## src/rtl/fpa_pkg.sv

```systemverilog
package fpa_pkg;
  localparam int EXP_W  = 8;
  localparam int FRAC_W = 23;
  localparam int SIG_W  = FRAC_W + 1;
  localparam int WORD_W = 1 + EXP_W + FRAC_W;
  localparam int LZ_W   = $clog2(SIG_W + 1);

  typedef struct packed {
    logic             sgn;
    logic [EXP_W-1:0] exp;
    logic [SIG_W-1:0] sig;
  } opnd_t;

  // Split a word; a zero exponent field yields a zero significand.
  function automatic opnd_t unpack_op(input logic [WORD_W-1:0] w, input logic flip);
    opnd_t o;
    o.sgn = w[WORD_W-1] ^ flip;
    o.exp = w[WORD_W-2 -: EXP_W];
    o.sig = (o.exp == '0) ? '0 : {1'b1, w[FRAC_W-1:0]};
    return o;
  endfunction

  // Magnitude order: exponent first, then significand.
  function automatic logic mag_ge(input opnd_t x, input opnd_t y);
    return {x.exp, x.sig} >= {y.exp, y.sig};
  endfunction

  // Leading zeros of a significand; SIG_W when it is all zero.
  function automatic logic [LZ_W-1:0] lead_zeros(input logic [SIG_W-1:0] v);
    int n;
    n = SIG_W;
    for (int i = 0; i < SIG_W; i++) begin
      if (v[i]) n = SIG_W - 1 - i;
    end
    return n[LZ_W-1:0];
  endfunction
endpackage

```

## src/rtl/fpa_align.sv

```systemverilog
module fpa_align
  import fpa_pkg::*;
(
  input  opnd_t            x,
  input  opnd_t            y,
  output opnd_t            big,
  output logic [SIG_W-1:0] small_sh,
  output logic             eff_sub
);
  logic             swap;
  logic [EXP_W-1:0] small_exp;
  logic [SIG_W-1:0] small_sig;
  logic [EXP_W-1:0] gap;

  always_comb begin
    swap      = !mag_ge(x, y);
    big       = swap ? y : x;
    small_exp = swap ? x.exp : y.exp;
    small_sig = swap ? x.sig : y.sig;
    gap       = big.exp - small_exp;
    small_sh  = (gap > EXP_W'(SIG_W)) ? '0 : (small_sig >> gap);
    eff_sub   = x.sgn ^ y.sgn;
  end
endmodule

```

## src/rtl/fpa_sum.sv

```systemverilog
module fpa_sum
  import fpa_pkg::*;
(
  input  logic [SIG_W-1:0] big_sig,
  input  logic [SIG_W-1:0] small_sig,
  input  logic             eff_sub,
  output logic [SIG_W:0]   total
);
  always_comb begin
    if (eff_sub) total = {1'b0, big_sig} - {1'b0, small_sig};
    else         total = {1'b0, big_sig} + {1'b0, small_sig};
  end
endmodule

```

## src/rtl/fpa_norm.sv

```systemverilog
module fpa_norm
  import fpa_pkg::*;
(
  input  logic              sgn,
  input  logic [EXP_W-1:0]  exp,
  input  logic [SIG_W:0]    total,
  output logic [WORD_W-1:0] res,
  output logic              carry,
  output logic              zero
);
  logic [LZ_W-1:0]   lz;
  logic [EXP_W+1:0]  ext_exp;
  logic [EXP_W+1:0]  ext_lz;
  logic [FRAC_W-1:0] frac_l;

  always_comb begin
    carry   = total[SIG_W];
    lz      = lead_zeros(total[SIG_W-1:0]);
    ext_exp = (EXP_W+2)'(exp);
    ext_lz  = (EXP_W+2)'(lz);
    frac_l  = FRAC_W'(total[SIG_W-1:0] << lz);
    zero    = 1'b0;
    if (total == '0) begin
      zero = 1'b1;
      res  = '0;
    end else if (carry) begin
      res = {sgn, exp + EXP_W'(1), total[SIG_W-1:1]};
    end else if (ext_exp <= ext_lz) begin
      zero = 1'b1;
      res  = '0;
    end else begin
      res = {sgn, exp - EXP_W'(lz), frac_l};
    end
  end
endmodule

```

## src/rtl/fp32_addsub_unit.sv

```systemverilog
module fp32_addsub_unit
  import fpa_pkg::*;
(
  input  logic              clk,
  input  logic              rst_n,
  input  logic              in_valid,
  output logic              in_ready,
  input  logic              op_sub,
  input  logic [WORD_W-1:0] opa,
  input  logic [WORD_W-1:0] opb,
  output logic              done,
  output logic [WORD_W-1:0] result
);
  typedef enum logic [1:0] {ST_IDLE, ST_ALIGN, ST_SUM, ST_NORM} state_t;

  state_t            state_q;
  opnd_t             x_q, y_q, big_q, big_d;
  logic [SIG_W-1:0]  bsig_unused_guard;
  logic [SIG_W-1:0]  ssh_d, ssh_q;
  logic              effsub_d, effsub_q;
  logic [SIG_W:0]    total_d, total_q;
  logic [WORD_W-1:0] res_d, result_q;
  logic              done_q;

  // Named events for the checker.
  logic             accept, fire_norm, norm_carry, norm_zero, big_sgn;
  logic [EXP_W-1:0] big_exp;

  assign accept    = in_valid && (state_q == ST_IDLE);
  assign fire_norm = (state_q == ST_NORM);
  assign big_sgn   = big_q.sgn;
  assign big_exp   = big_q.exp;
  assign bsig_unused_guard = big_q.sig;

  fpa_align u_align (
    .x(x_q), .y(y_q), .big(big_d), .small_sh(ssh_d), .eff_sub(effsub_d)
  );

  fpa_sum u_sum (
    .big_sig(bsig_unused_guard), .small_sig(ssh_q), .eff_sub(effsub_q), .total(total_d)
  );

  fpa_norm u_norm (
    .sgn(big_q.sgn), .exp(big_q.exp), .total(total_q),
    .res(res_d), .carry(norm_carry), .zero(norm_zero)
  );

  always_ff @(posedge clk) begin
    if (!rst_n) begin
      state_q  <= ST_IDLE;
      x_q      <= '0;
      y_q      <= '0;
      big_q    <= '0;
      ssh_q    <= '0;
      effsub_q <= 1'b0;
      total_q  <= '0;
      result_q <= '0;
      done_q   <= 1'b0;
    end else begin
      done_q <= 1'b0;
      unique case (state_q)
        ST_IDLE: if (accept) begin
          x_q     <= unpack_op(opa, 1'b0);
          y_q     <= unpack_op(opb, op_sub);
          state_q <= ST_ALIGN;
        end
        ST_ALIGN: begin
          big_q    <= big_d;
          ssh_q    <= ssh_d;
          effsub_q <= effsub_d;
          state_q  <= ST_SUM;
        end
        ST_SUM: begin
          total_q <= total_d;
          state_q <= ST_NORM;
        end
        ST_NORM: begin
          result_q <= res_d;
          done_q   <= 1'b1;
          state_q  <= ST_IDLE;
        end
        default: state_q <= ST_IDLE;
      endcase
    end
  end

  assign in_ready = (state_q == ST_IDLE);
  assign done     = done_q;
  assign result   = result_q;
endmodule

```

## config.mk

```make
export PLATFORM = sky130hd
export DESIGN_NAME = fp32_addsub_unit
export DESIGN_NICKNAME = d
export VERILOG_FILES = /design/src/rtl/fpa_pkg.sv /design/src/rtl/fpa_align.sv /design/src/rtl/fpa_sum.sv /design/src/rtl/fpa_norm.sv /design/src/rtl/fp32_addsub_unit.sv
export SDC_FILE = /design/constraint.sdc
export NUM_CORES = 1
export LEC_CHECK = 0
export ABC_AREA = 1
export CAP_MARGIN = 20
export CORE_UTILIZATION = 55
export DETAILED_ROUTE_END_ITERATION = 16
export DONT_BUFFER_PORTS = 1
export GPL_ROUTABILITY_DRIVEN = 0
export PLACE_DENSITY = 0.7
export SKIP_LAST_GASP = 1
export SYNTH_ARGS = -nofsm -noshare
export SYNTH_HDL_FRONTEND = slang
export SYNTH_SLANG_ARGS = --single-unit
```

## constraint.sdc

```tcl
create_clock -name clk -period 5 [get_ports clk]
set_input_delay 1 -clock clk [delete_from_list [all_inputs] [get_ports clk]]
set_output_delay 1 -clock clk [all_outputs]
set_load 0.01 [all_outputs]
```

==> impl_results.md, run 1 <==
- Outcome: finished, final reports clean
- Ratio of cells with drive above 1 in the final layout: 4.11%
- Total of cells resized after clock tree synthesis: 0
- Pin count of the biggest net entering global routing: 109
- Routed length per placed instance: 16.1 microns
- Total of warnings raised by yosys: 0
- Post-synthesis area per instance: 6.30 sq um
- Netlist Area Pre-Place: 12,900 sq um
- Sequential element share of the synthesized area: 28.5%
- Relative slew slack: 28.3%
- Worst Max-Slew Pin Slew: 1.08 ns
- Floorplan row count: 55
- Post-synthesis cell type with the largest combined area: sky130_fd_sc_hd__dfxtp_1
- Overall track demand over capacity in global routing: 31.1%
- CTS tree: built
- Critical setup path kind: reg2reg
- Number of failing hold endpoints at the final stage: 0
- Layout Nets: 2,119
- Starting DRC count in detailed routing: 1,309
- Portion of synthesized cell area occupied by the leading cell type: 28.5%
- Kind of capture point of the worst setup path: flip-flop
- DRC: 0
- Vias in the first global route: 12,100
- Count of state elements after synthesis: 184
- Number of enable-type register cells in the synthesized netlist: 0
- Critical path data required time: 5.36 ns
- Synthesized netlist cell count: 2,054
- Postcts setup bufs: 0
- Unrepaired setup endpoints after global routing: no
- Clock buffers created by TritonCTS: 17
- Filler cell count: 2,278
- Hold-critical path depth: 2
- Max-cap violations: 0
- Global route overflow: 0
- Number of buffers inserted for hold repair after clock tree synthesis: 0
- Final antenna diode count: 0
- Die Height: 155 microns
- Slowest library cell on the worst path: sky130_fd_sc_hd__nor2_1
- Clock-pin slew on the worst setup and hold paths: 0.07 ns
- Count of nets left with antenna violations after detail routing: 0
- Average via count per standard cell: 5.82
- Critical path peak fanout: 9
- Critical path's most frequent cell: sky130_fd_sc_hd__nand2_1
- Most instantiated flip-flop cell in the synthesis netlist: sky130_fd_sc_hd__dfxtp_1
- Source-to-sink clock delay at the later pin of the worst-skew pair: 0.44 ns
- Critical path buffers and inverters: 2
- Setup TNS after final layout: 0 ns
- Antenna violations before repair: 0
- Routed wire length: 37,100 microns
- Stages on worst setup path: 36
- Core Box Area: 22,800 sq um
- Number of cells traversed by the worst register-to-register path: 36
- Horizontal die dimension: 155 microns
- Sequential standard cell area: 3680 sq um
- H-tree levels: 4
- Nets in the synthesized netlist: 2,192
- Clock Root Buffer: sky130_fd_sc_hd__clkbuf_16
- CTS sink cnt: 184
- Via Count: 13,400
- Top post-synthesis cells by area: sky130_fd_sc_hd__dfxtp_1 28%, sky130_fd_sc_hd__nand2_1 14%, sky130_fd_sc_hd__nand3_1 13%
- Wire length of the first global-routing pass: 60,400 microns
- Longest Clk Path Bufs: 2
- Arrival time reported for the critical path endpoint: 4.75 ns
- Setup violation total in the final timing report: 0
- Maximum clock frequency: 0.228 GHz
- Final Critical Period: 4.39 ns
- Area taken by multi-input logic gates: 7990 sq um
- Largest incremental delay on the critical path: 0.41 ns
- Synth async-reset ratio: 0%
- Family with the most delay on the worst path: simple AND/OR/NAND/NOR gates
- Period utilisation layout: 87.7%
- Placed wire-length estimate after detailed placement: 27,900 microns
- Num ports: 102
- First-pass DRT Iterations: 6
- Startpoint type of the worst setup path: flip-flop
- Distinct cell type count of the synthesized netlist: 43
- Count of buffers from port buffering: 0
- Area of the die: 24,100 sq um
- Layout overhead on the synthesized area: 5.39%
- Hold Crit Class: reg2reg
- Final max-slew violation count: 0
- Final Skew: 0.0142 ns
- Starting Density: 56.6%
cells in the final DEF, fill, tap and decap left out, types with 2 or more instances in the layout:
cell type	instances
sky130_fd_sc_hd__nor2_1	72
sky130_fd_sc_hd__nand3_1	334
sky130_fd_sc_hd__buf_4	22
sky130_fd_sc_hd__o211ai_1	23
sky130_fd_sc_hd__nand3_2	3
sky130_fd_sc_hd__dfxtp_1	184
sky130_fd_sc_hd__nor3_1	13
sky130_fd_sc_hd__xnor2_1	19
sky130_fd_sc_hd__nand2_2	5
sky130_fd_sc_hd__or2_2	4
sky130_fd_sc_hd__a21oi_1	273
sky130_fd_sc_hd__xor2_1	33
sky130_fd_sc_hd__o21a_1	4
sky130_fd_sc_hd__nor4_1	7
sky130_fd_sc_hd__o21ai_1	4
sky130_fd_sc_hd__inv_6	4
sky130_fd_sc_hd__clkinv_4	2
sky130_fd_sc_hd__clkinvlp_4	3
sky130_fd_sc_hd__clkinv_1	3
sky130_fd_sc_hd__fa_1	2
sky130_fd_sc_hd__o21ai_0	147
sky130_fd_sc_hd__inv_2	5
sky130_fd_sc_hd__xnor2_2	2
sky130_fd_sc_hd__nand2_1	481
sky130_fd_sc_hd__a31oi_1	4
sky130_fd_sc_hd__a21oi_2	2
sky130_fd_sc_hd__ha_1	68
sky130_fd_sc_hd__clkbuf_16	17
sky130_fd_sc_hd__inv_1	204
sky130_fd_sc_hd__nor3_2	2
sky130_fd_sc_hd__nand4_1	27
sky130_fd_sc_hd__clkinv_2	3
state kept, by name, indices dropped and copies added (netlist names):
name,cells
x_q,33
y_q,33
result,32
total_q,25
bsig_unused_guard,24
ssh_q,24
big_exp,8
state_q,2
big_sgn,1
done,1
effsub_q,1
area by class of cell:
| class | count | area share (%) |
|---|---|---|
| Inverter | 213 | 5.88 |
| Clock buffer | 18 | 3.15 |
| Tap cell | 313 | 2.87 |
| Multi-Input combinational cell | 1541 | 58.6 |
| Sequential cell | 184 | 27.0 |
| Clock inverter | 13 | 0.881 |
| Timing Repair Buffer | 24 | 1.56 |
logic make-up after synthesis:
logic type,count (synthesis),synth area share [%]
AOI/OAI and AO/OA,464,18.8
xor gates and xnor gates,54,3.71
adders and majority gates,70,6.89
buffers and inverters,329,9.81
DFF,184,28.5
and+or+nand+nor,953,32.4
cell usage after synthesis, types with 2 or more instances:
cell / n
sky130_fd_sc_hd__a21oi_1: 273
sky130_fd_sc_hd__a21oi_2: 2
sky130_fd_sc_hd__a31oi_1: 4
sky130_fd_sc_hd__buf_1: 12
sky130_fd_sc_hd__buf_2: 3
sky130_fd_sc_hd__buf_4: 4
sky130_fd_sc_hd__buf_6: 2
sky130_fd_sc_hd__clkbuf_1: 95
sky130_fd_sc_hd__clkinv_1: 3
sky130_fd_sc_hd__dfxtp_1: 184
sky130_fd_sc_hd__fa_1: 2
sky130_fd_sc_hd__ha_1: 68
sky130_fd_sc_hd__inv_1: 205
sky130_fd_sc_hd__inv_2: 5
sky130_fd_sc_hd__nand2_1: 482
sky130_fd_sc_hd__nand2_2: 4
sky130_fd_sc_hd__nand3_1: 334
sky130_fd_sc_hd__nand3_2: 3
sky130_fd_sc_hd__nand4_1: 27
sky130_fd_sc_hd__nor2_1: 72
sky130_fd_sc_hd__nor3_1: 13
sky130_fd_sc_hd__nor3_2: 2
sky130_fd_sc_hd__nor4_1: 7
sky130_fd_sc_hd__o211ai_1: 23
sky130_fd_sc_hd__o21a_1: 4
sky130_fd_sc_hd__o21ai_0: 148
sky130_fd_sc_hd__o21ai_1: 3
sky130_fd_sc_hd__or2_2: 4
sky130_fd_sc_hd__xnor2_1: 20
sky130_fd_sc_hd__xor2_1: 33
tightest hold or removal path, stage by stage (launching register included):
cell and delay, ns:
sky130_fd_sc_hd__dfxtp_1 0.31, sky130_fd_sc_hd__nand2_1 0.06, sky130_fd_sc_hd__a21oi_1 0.06
layer usage:
layer  vias to the layer above  global-route usage [%]  wire length (microns)
met4                         0                    12.9                   1320
met5                         -                       0                      0
met2                       515                    49.8                  16800
li1                       6758                       -                      -
met3                        84                    4.79                   2570
met1                      6064                    41.7                  16400
worst paths after layout:
kind                                                        start                           endpoint  slack [ns]
worst min register to register  bsig_unused_guard[0]$_SDFFE_PN0N_  bsig_unused_guard[0]$_SDFFE_PN0N_        0.47
worst min-delay path            bsig_unused_guard[0]$_SDFFE_PN0N_  bsig_unused_guard[0]$_SDFFE_PN0N_        0.47
worst max register to register            total_q[2]$_SDFFE_PN0P_            result[16]$_SDFFE_PN0P_        0.61
worst max-delay path                      total_q[2]$_SDFFE_PN0P_            result[16]$_SDFFE_PN0P_        0.61
metrics by stage:
stage          hold slack (ns)  setup slack (ns)  instance area (sq um)  util (%)  cells
2_1_floorplan            0.441              1.24                  12900         -   2054
3_3_place_gp             0.458             0.779                  13000      57.1   2273
3_5_place_dp             0.458             0.727                  13100      57.2   2274
4_1_cts                  0.469             0.694                  13600      59.6   2305
5_1_grt                  0.484             0.148                  13600      59.7   2306
6_report                 0.471             0.613                  13600      59.7   2306
Power of run 1 is left out: the tool's default activity adds up to more than one toggle a clock period on the data nets, which glitch-free logic cannot reach.
==> inputs of run 2 (changes only) <==
- CORE_UTILIZATION: 55 -> 65
- PLACE_DENSITY: 0.7 -> 0.81
==> run 2 against run 1 <==
Compared with the run above:
- sequential share of layout area up 0.052 points
- critical endpoint is now result[22]$_SDFFE_PN0P_
- core utilization up 10 points
- worst hold slack worse by 0.00081 ns
- first-iteration DRC count up 16%
- highest routed layer unchanged
- non-clock buffer count up 1
- largest cell class unchanged
- sequential cell count unchanged
==> impl_results.md, run 2 (synthesis gave the netlist of run 1 again) <==
- H-tree levels: 4 (unchanged)
- Core Box Area: 19,500 sq um (-15%)
- Num ports: 102 (unchanged)
- Largest incremental delay on the critical path: 0.74 ns (+0.33 ns)
- Final antenna diode count: 0 (unchanged)
- Setup violation total in the final timing report: 0 (unchanged)
- Postcts setup bufs: 0 (unchanged)
- Most common library cell in the layout ignoring fill and taps: sky130_fd_sc_hd__nand2_1
- Final max-slew violation count: 0 (unchanged)
- CTS tree: built
- Max-cap violations: 0 (unchanged)
- Clock-pin slew on the worst setup and hold paths: 0.07 ns (about the same)
- Horizontal die dimension: 143 microns (-7.9%)
- Total of cells resized after clock tree synthesis: 0 (unchanged)
- Via Count: 13,600 (+1.2%)
- Relative slew slack: 43.3% (+15 points)
- Pin count of the biggest net entering global routing: 112 (+2.8%)
- Layout overhead on the synthesized area: 5.18%
- Critical path buffers and inverters: 5 (+3)
- Critical path data required time: 5.37 ns (about the same)
- Critical setup path kind: reg2reg
- Clock buffers created by TritonCTS: 17 (unchanged)
- Routed wire length: 36,000 microns (-2.9%)
- Fin util: 69.9% (+10 points)
- Area taken by multi-input logic gates: 7990 sq um (unchanged)
- Final Critical Period: 4.40 ns (+0.0117 ns)
- Slowest library cell on the worst path: sky130_fd_sc_hd__nor4_1
- Ratio of cells with drive above 1 in the final layout: 4.26% (+0.15 points)
- Floorplan row count: 51 (-7.3%)
- Starting DRC count in detailed routing: 1,521 (+16%)
- Final Skew: 0.0165 ns (+0.00230 ns)
- Critical path peak fanout: 10 (+1)
- Setup TNS after final layout: 0 ns (unchanged)
- Arrival time reported for the critical path endpoint: 4.77 ns (+0.02 ns)
- Leading cell types in the layout, fill and taps excluded: 481 x sky130_fd_sc_hd__nand2_1, 334 x sky130_fd_sc_hd__nand3_1, 273 x sky130_fd_sc_hd__a21oi_1
- Longest Clk Path Bufs: 2 (unchanged)
- Family with the most delay on the worst path: simple AND/OR/NAND/NOR gates
- DRC: 0 (unchanged)
- Vias in the first global route: 12,000 (-0.34%)
- Slack of the worst reg-to-reg path: 0.60 ns (about the same)
- Wire length of the first global-routing pass: 58,000 microns (-3.9%)
- Die Height: 143 microns (-7.9%)
- Antenna violations before repair: 0 (unchanged)
- First-pass DRT Iterations: 8 (+2)
- Number of buffers inserted for hold repair after clock tree synthesis: 0 (unchanged)
- Sequential standard cell area: 3680 sq um (unchanged)
- Maximum clock frequency: 0.227 GHz (-0.27%)
- Count of buffers from port buffering: 0 (unchanged)
- Startpoint type of the worst setup path: flip-flop
- Worst Max-Slew Pin Slew: 0.843 ns (-0.233 ns)
- Number of failing hold endpoints at the final stage: 0 (unchanged)
- Unrepaired setup endpoints after global routing: no
- Routed length per placed instance: 15.9 microns (-0.90%)
- Average via count per standard cell: 6.01 (+3.2%)
- Kind of capture point of the worst setup path: flip-flop
- Layout Nets: 2,120 (+0.047%)
- Starting Density: 66.5% (+9.8 points)
- Count of nets left with antenna violations after detail routing: 0 (unchanged)
- Clock Root Buffer: sky130_fd_sc_hd__clkbuf_16
- Overall track demand over capacity in global routing: 35.6% (+4.4 points)
- Critical path's most frequent cell: sky130_fd_sc_hd__nor2_1
- CTS sink cnt: 184 (unchanged)
- Source-to-sink clock delay at the later pin of the worst-skew pair: 0.45 ns (about the same)
- Global route overflow: 0 (unchanged)
- Filler cell count: 1,731 (-24%)
- Placed wire-length estimate after detailed placement: 26,800 microns (-3.8%)
- Area of the die: 20,500 sq um (-15%)
- Outcome: finished, final reports clean
- Period utilisation layout: 88.0% (+0.23 points)
- Cell-by-cell listing of the critical path: nor4_1 > inv_1 > nor2_1 > clkinv_1 > nor2_1 > inv_1 > ha_1 > nand2_1 > nand2_1 > o21a_1 > nor2_1 > inv_1 > nor2_1 > nor2_1 > inv_1 > a21oi_1 > nand2_1 > a21oi_1
- Hold Crit Class: reg2reg
==> run 2: worst reg2reg max path, stage by stage, from the launching register on <==
cell,delay (ns)
sky130_fd_sc_hd__dfxtp_1,0.33
sky130_fd_sc_hd__nor4_1,0.74
sky130_fd_sc_hd__inv_1,0.13
sky130_fd_sc_hd__nor2_1,0.17
sky130_fd_sc_hd__clkinv_1,0.26
sky130_fd_sc_hd__nor2_1,0.56
sky130_fd_sc_hd__inv_1,0.16
sky130_fd_sc_hd__ha_1,0.37
sky130_fd_sc_hd__nand2_1,0.11
sky130_fd_sc_hd__nand2_1,0.10
sky130_fd_sc_hd__o21a_1,0.12
sky130_fd_sc_hd__nor2_1,0.07
sky130_fd_sc_hd__inv_1,0.18
sky130_fd_sc_hd__nor2_1,0.06
sky130_fd_sc_hd__nor2_1,0.40
sky130_fd_sc_hd__inv_1,0.21
sky130_fd_sc_hd__a21oi_1,0.16
sky130_fd_sc_hd__nand2_1,0.07
sky130_fd_sc_hd__a21oi_1,0.12
==> run 2: path summary, 6_finish.rpt <==
check | end | cells after the start | from
worst min-delay path | ssh_q[23]$_SDFFE_PN0N_ | 2 | ssh_q[23]$_SDFFE_PN0N_
worst max-delay path | result[22]$_SDFFE_PN0P_ | 18 | total_q[20]$_SDFFE_PN0P_
worst min register to register | ssh_q[23]$_SDFFE_PN0N_ | 2 | ssh_q[23]$_SDFFE_PN0N_
worst max register to register | result[22]$_SDFFE_PN0P_ | 18 | total_q[20]$_SDFFE_PN0P_
==> run 2: metrics by stage <==
stage / instance area [sq um] / setup slack (ns) / hold slack, ns / cells
floorplan: 12900 / 1.24 / 0.441 / 2054
global placement: 13000 / 0.775 / 0.457 / 2225
detailed placement: 13000 / 0.719 / 0.458 / 2226
CTS: 13600 / 0.700 / 0.470 / 2258
global route: 13600 / 0.0576 / 0.494 / 2260
finish: 13600 / 0.601 / 0.470 / 2260
==> run 2: layout make-up <==
| type | instances | share of cell area (%) |
|---|---|---|
| inverters | 213 | 5.89 |
| multi-input cells | 1541 | 58.7 |
| repair buffers | 25 | 1.77 |
| clock buffers | 17 | 3.13 |
| clock inverters | 15 | 0.956 |
| flip-flops and latches | 184 | 27.1 |
| well taps | 265 | 2.44 |
==> run 2: routing by layer <==
| layer | track usage, % | share of wire, % | vias up |
|---|---|---|---|
| met2 | 56.8 | 45 | 636 |
| met3 | 7.01 | 8.6 | 113 |
| li1 | - | - | 6739 |
| met4 | 17.4 | 4.3 | 0 |
| met5 | 0 | 0 | - |
| met1 | 45.6 | 42 | 6092 |
Power of run 2 is left out for the same reason.
==> inputs of run 3 (changes only) <==
==> constraint.sdc (replaced) <==
create_clock -name clk -period 5 [get_ports clk]
set_input_delay 1 -clock clk [delete_from_list [all_inputs] [get_ports clk]]
set_output_delay 1 -clock clk [all_outputs]
set_load 0.1 [all_outputs]
==> run 3 against run 2 <==
Compared with the run above:
- critical path depth unchanged
- sequential cell count unchanged
- first-iteration DRC count increased by 6.2%
- cell area increased by 0.37%
- count of clock-buffer cells in the layout increased by 2
- via count increased by 0.69%
- critical path type unchanged
==> impl_results.md, run 3 (synthesis gave the netlist of run 1 again) <==
- Ratio of cells with drive above 1 in the final layout: 4.21% (-0.046 points)
- Maximum clock frequency: 0.222 GHz (-2.5%)
- Outcome: finished, final reports clean
- Placed wire-length estimate after detailed placement: 26,700 microns (-0.62%)
- Antenna violations before repair: 0 (unchanged)
- Arrival time reported for the critical path endpoint: 4.88 ns (+0.11 ns)
- Floorplan row count: 51 (unchanged)
- Starting DRC count in detailed routing: 1,616 (+6.2%)
- Die Height: 143 microns (unchanged)
- Clock-pin slew on the worst setup and hold paths: 0.07 ns (about the same)
- Setup violation total in the final timing report: 0 (unchanged)
- Vias in the first global route: 12,100 (+0.45%)
- Largest incremental delay on the critical path: 0.78 ns (+0.04 ns)
- Critical path peak fanout: 10 (unchanged)
- Wire length of the first global-routing pass: 59,300 microns (+2.1%)
- Worst Max-Slew Pin Slew: 1.11 ns (+0.266 ns)
- H-tree levels: 4 (unchanged)
- Longest Clk Path Bufs: 2 (unchanged)
- Layout overhead on the synthesized area: 5.57%
- Leading cell types in the layout, fill and taps excluded: 481 x sky130_fd_sc_hd__nand2_1, 334 x sky130_fd_sc_hd__nand3_1, 273 x sky130_fd_sc_hd__a21oi_1
- Final Skew: 0.0117 ns (-0.00473 ns)
- Count of buffers from port buffering: 0 (unchanged)
- Routed wire length: 36,100 microns (+0.29%)
- CTS tree: built
- Slowest library cell on the worst path: sky130_fd_sc_hd__nor4_1
- First-pass DRT Iterations: 9 (+1)
- Critical path's most frequent cell: sky130_fd_sc_hd__nor2_1
- Area of the die: 20,500 sq um (unchanged)
- Most common library cell in the layout ignoring fill and taps: sky130_fd_sc_hd__nand2_1
- DRC: 0 (unchanged)
- Critical path data required time: 5.37 ns (about the same)
- Overall track demand over capacity in global routing: 36.2% (+0.68 points)
- Number of failing hold endpoints at the final stage: 0 (unchanged)
- Kind of capture point of the worst setup path: flip-flop
- Unrepaired setup endpoints after global routing: yes
- Average via count per standard cell: 6.06 (+0.78%)
- Relative slew slack: 26.1% (-17 points)
- Global route overflow: 0 (unchanged)
- Fin util: 70.2% (+0.26 points)
- Starting Density: 66.5% (unchanged)
- Via Count: 13,700 (+0.69%)
- Clock Root Buffer: sky130_fd_sc_hd__clkbuf_16
- Max-cap violations: 0 (unchanged)
- Critical setup path kind: reg2reg
- Number of buffers inserted for hold repair after clock tree synthesis: 0 (unchanged)
- Count of nets left with antenna violations after detail routing: 0 (unchanged)
- Horizontal die dimension: 143 microns (unchanged)
- Startpoint type of the worst setup path: flip-flop
- Final max-slew violation count: 0 (unchanged)
- Core Box Area: 19,500 sq um (unchanged)
- Pin count of the biggest net entering global routing: 112 (unchanged)
- Number of cells traversed by the worst register-to-register path: 18 (unchanged)
- CTS sink cnt: 184 (unchanged)
- Hold-critical path depth: 2 (unchanged)
- Final antenna diode count: 0 (unchanged)
- Num ports: 102 (unchanged)
- Routed length per placed instance: 16.0 microns (+0.38%)
- Source-to-sink clock delay at the later pin of the worst-skew pair: 0.44 ns (about the same)
- Cell-by-cell listing of the critical path: nor4_1 > inv_1 > nor2_1 > clkinv_1 > nor2_1 > inv_1 > ha_1 > nand2_1 > nand2_1 > o21a_1 > nor2_1 > inv_1 > nor2_1 > nor2_1 > inv_1 > a21oi_1 > o21ai_0 > a21oi_1
- Clock buffers created by TritonCTS: 17 (unchanged)
- Layout Nets: 2,119 (-0.047%)
- Final Critical Period: 4.51 ns (+0.114 ns)
- Hold Crit Class: reg2reg
- Period utilisation layout: 90.3% (+2.3 points)
-- run 3: cell count changes in the layout (fill, tap and decap cells not counted), sizes merged --
cell	before	now
inv	218	213
bufinv	0	3
clkbuf	17	19
clkinv	9	7
buf	25	24
clkinvlp	1	2
-- run 3: worst max-delay path, delay by kind of cell (launching register included) --
kind,cells,cell delay [ns]
simple gates,8,2.26
buf+inv,5,0.95
compound gates,4,0.53
fa+ha+maj,1,0.37
flops,1,0.33
-- run 3: worst paths after layout --
path / end / from / slack, ns
worst max-delay path: result[28]$_SDFFE_PN0P_ / total_q[20]$_SDFFE_PN0P_ / 0.49
worst min-delay path: ssh_q[23]$_SDFFE_PN0N_ / ssh_q[23]$_SDFFE_PN0N_ / 0.47
worst max register to register: result[28]$_SDFFE_PN0P_ / total_q[20]$_SDFFE_PN0P_ / 0.49
worst min register to register: ssh_q[23]$_SDFFE_PN0N_ / ssh_q[23]$_SDFFE_PN0N_ / 0.47
-- run 3: layout make-up --
| class | instances | area [sq um] |
|---|---|---|
| Fill cell | 1731 | 5810 |
| Clock buffer | 19 | 443 |
| Multi-Input combinational cell | 1541 | 8000 |
| Tap cell | 265 | 332 |
| Clock inverter | 12 | 166 |
| Inverter | 213 | 802 |
| Sequential cell | 184 | 3680 |
| Timing Repair Buffer | 24 | 233 |
-- run 3: layer usage --
metal / part of all wire (%) / vias up / track usage [%]
met5: 0 / - / 0
met4: 3.5 / 0 / 14.5
met3: 8.4 / 101 / 6.47
met2: 46 / 646 / 59.4
met1: 42 / 6186 / 46.9
li1: - / 6741 / -
-- run 3: repair_timing --
item	in CTS	in global routing
buffers inserted	0	0
endpoints found under the setup margin	0	2
gates resized for setup	0	2
-- run 3: metrics by stage --
step	setup slack, ns	instance area (sq um)	hold slack [ns]	std cells	setup TNS, ns
final	0.486	13700	0.468	2258	0
after global routing	-0.0290	13700	0.489	2258	-0.0290
after CTS	0.593	13600	0.468	2256	0
after detailed placement	0.645	13000	0.457	2225	0
after global placement	0.657	13000	0.453	2224	0
after floorplan	1.24	12900	0.441	2054	0
Power of run 3 is left out for the same reason.
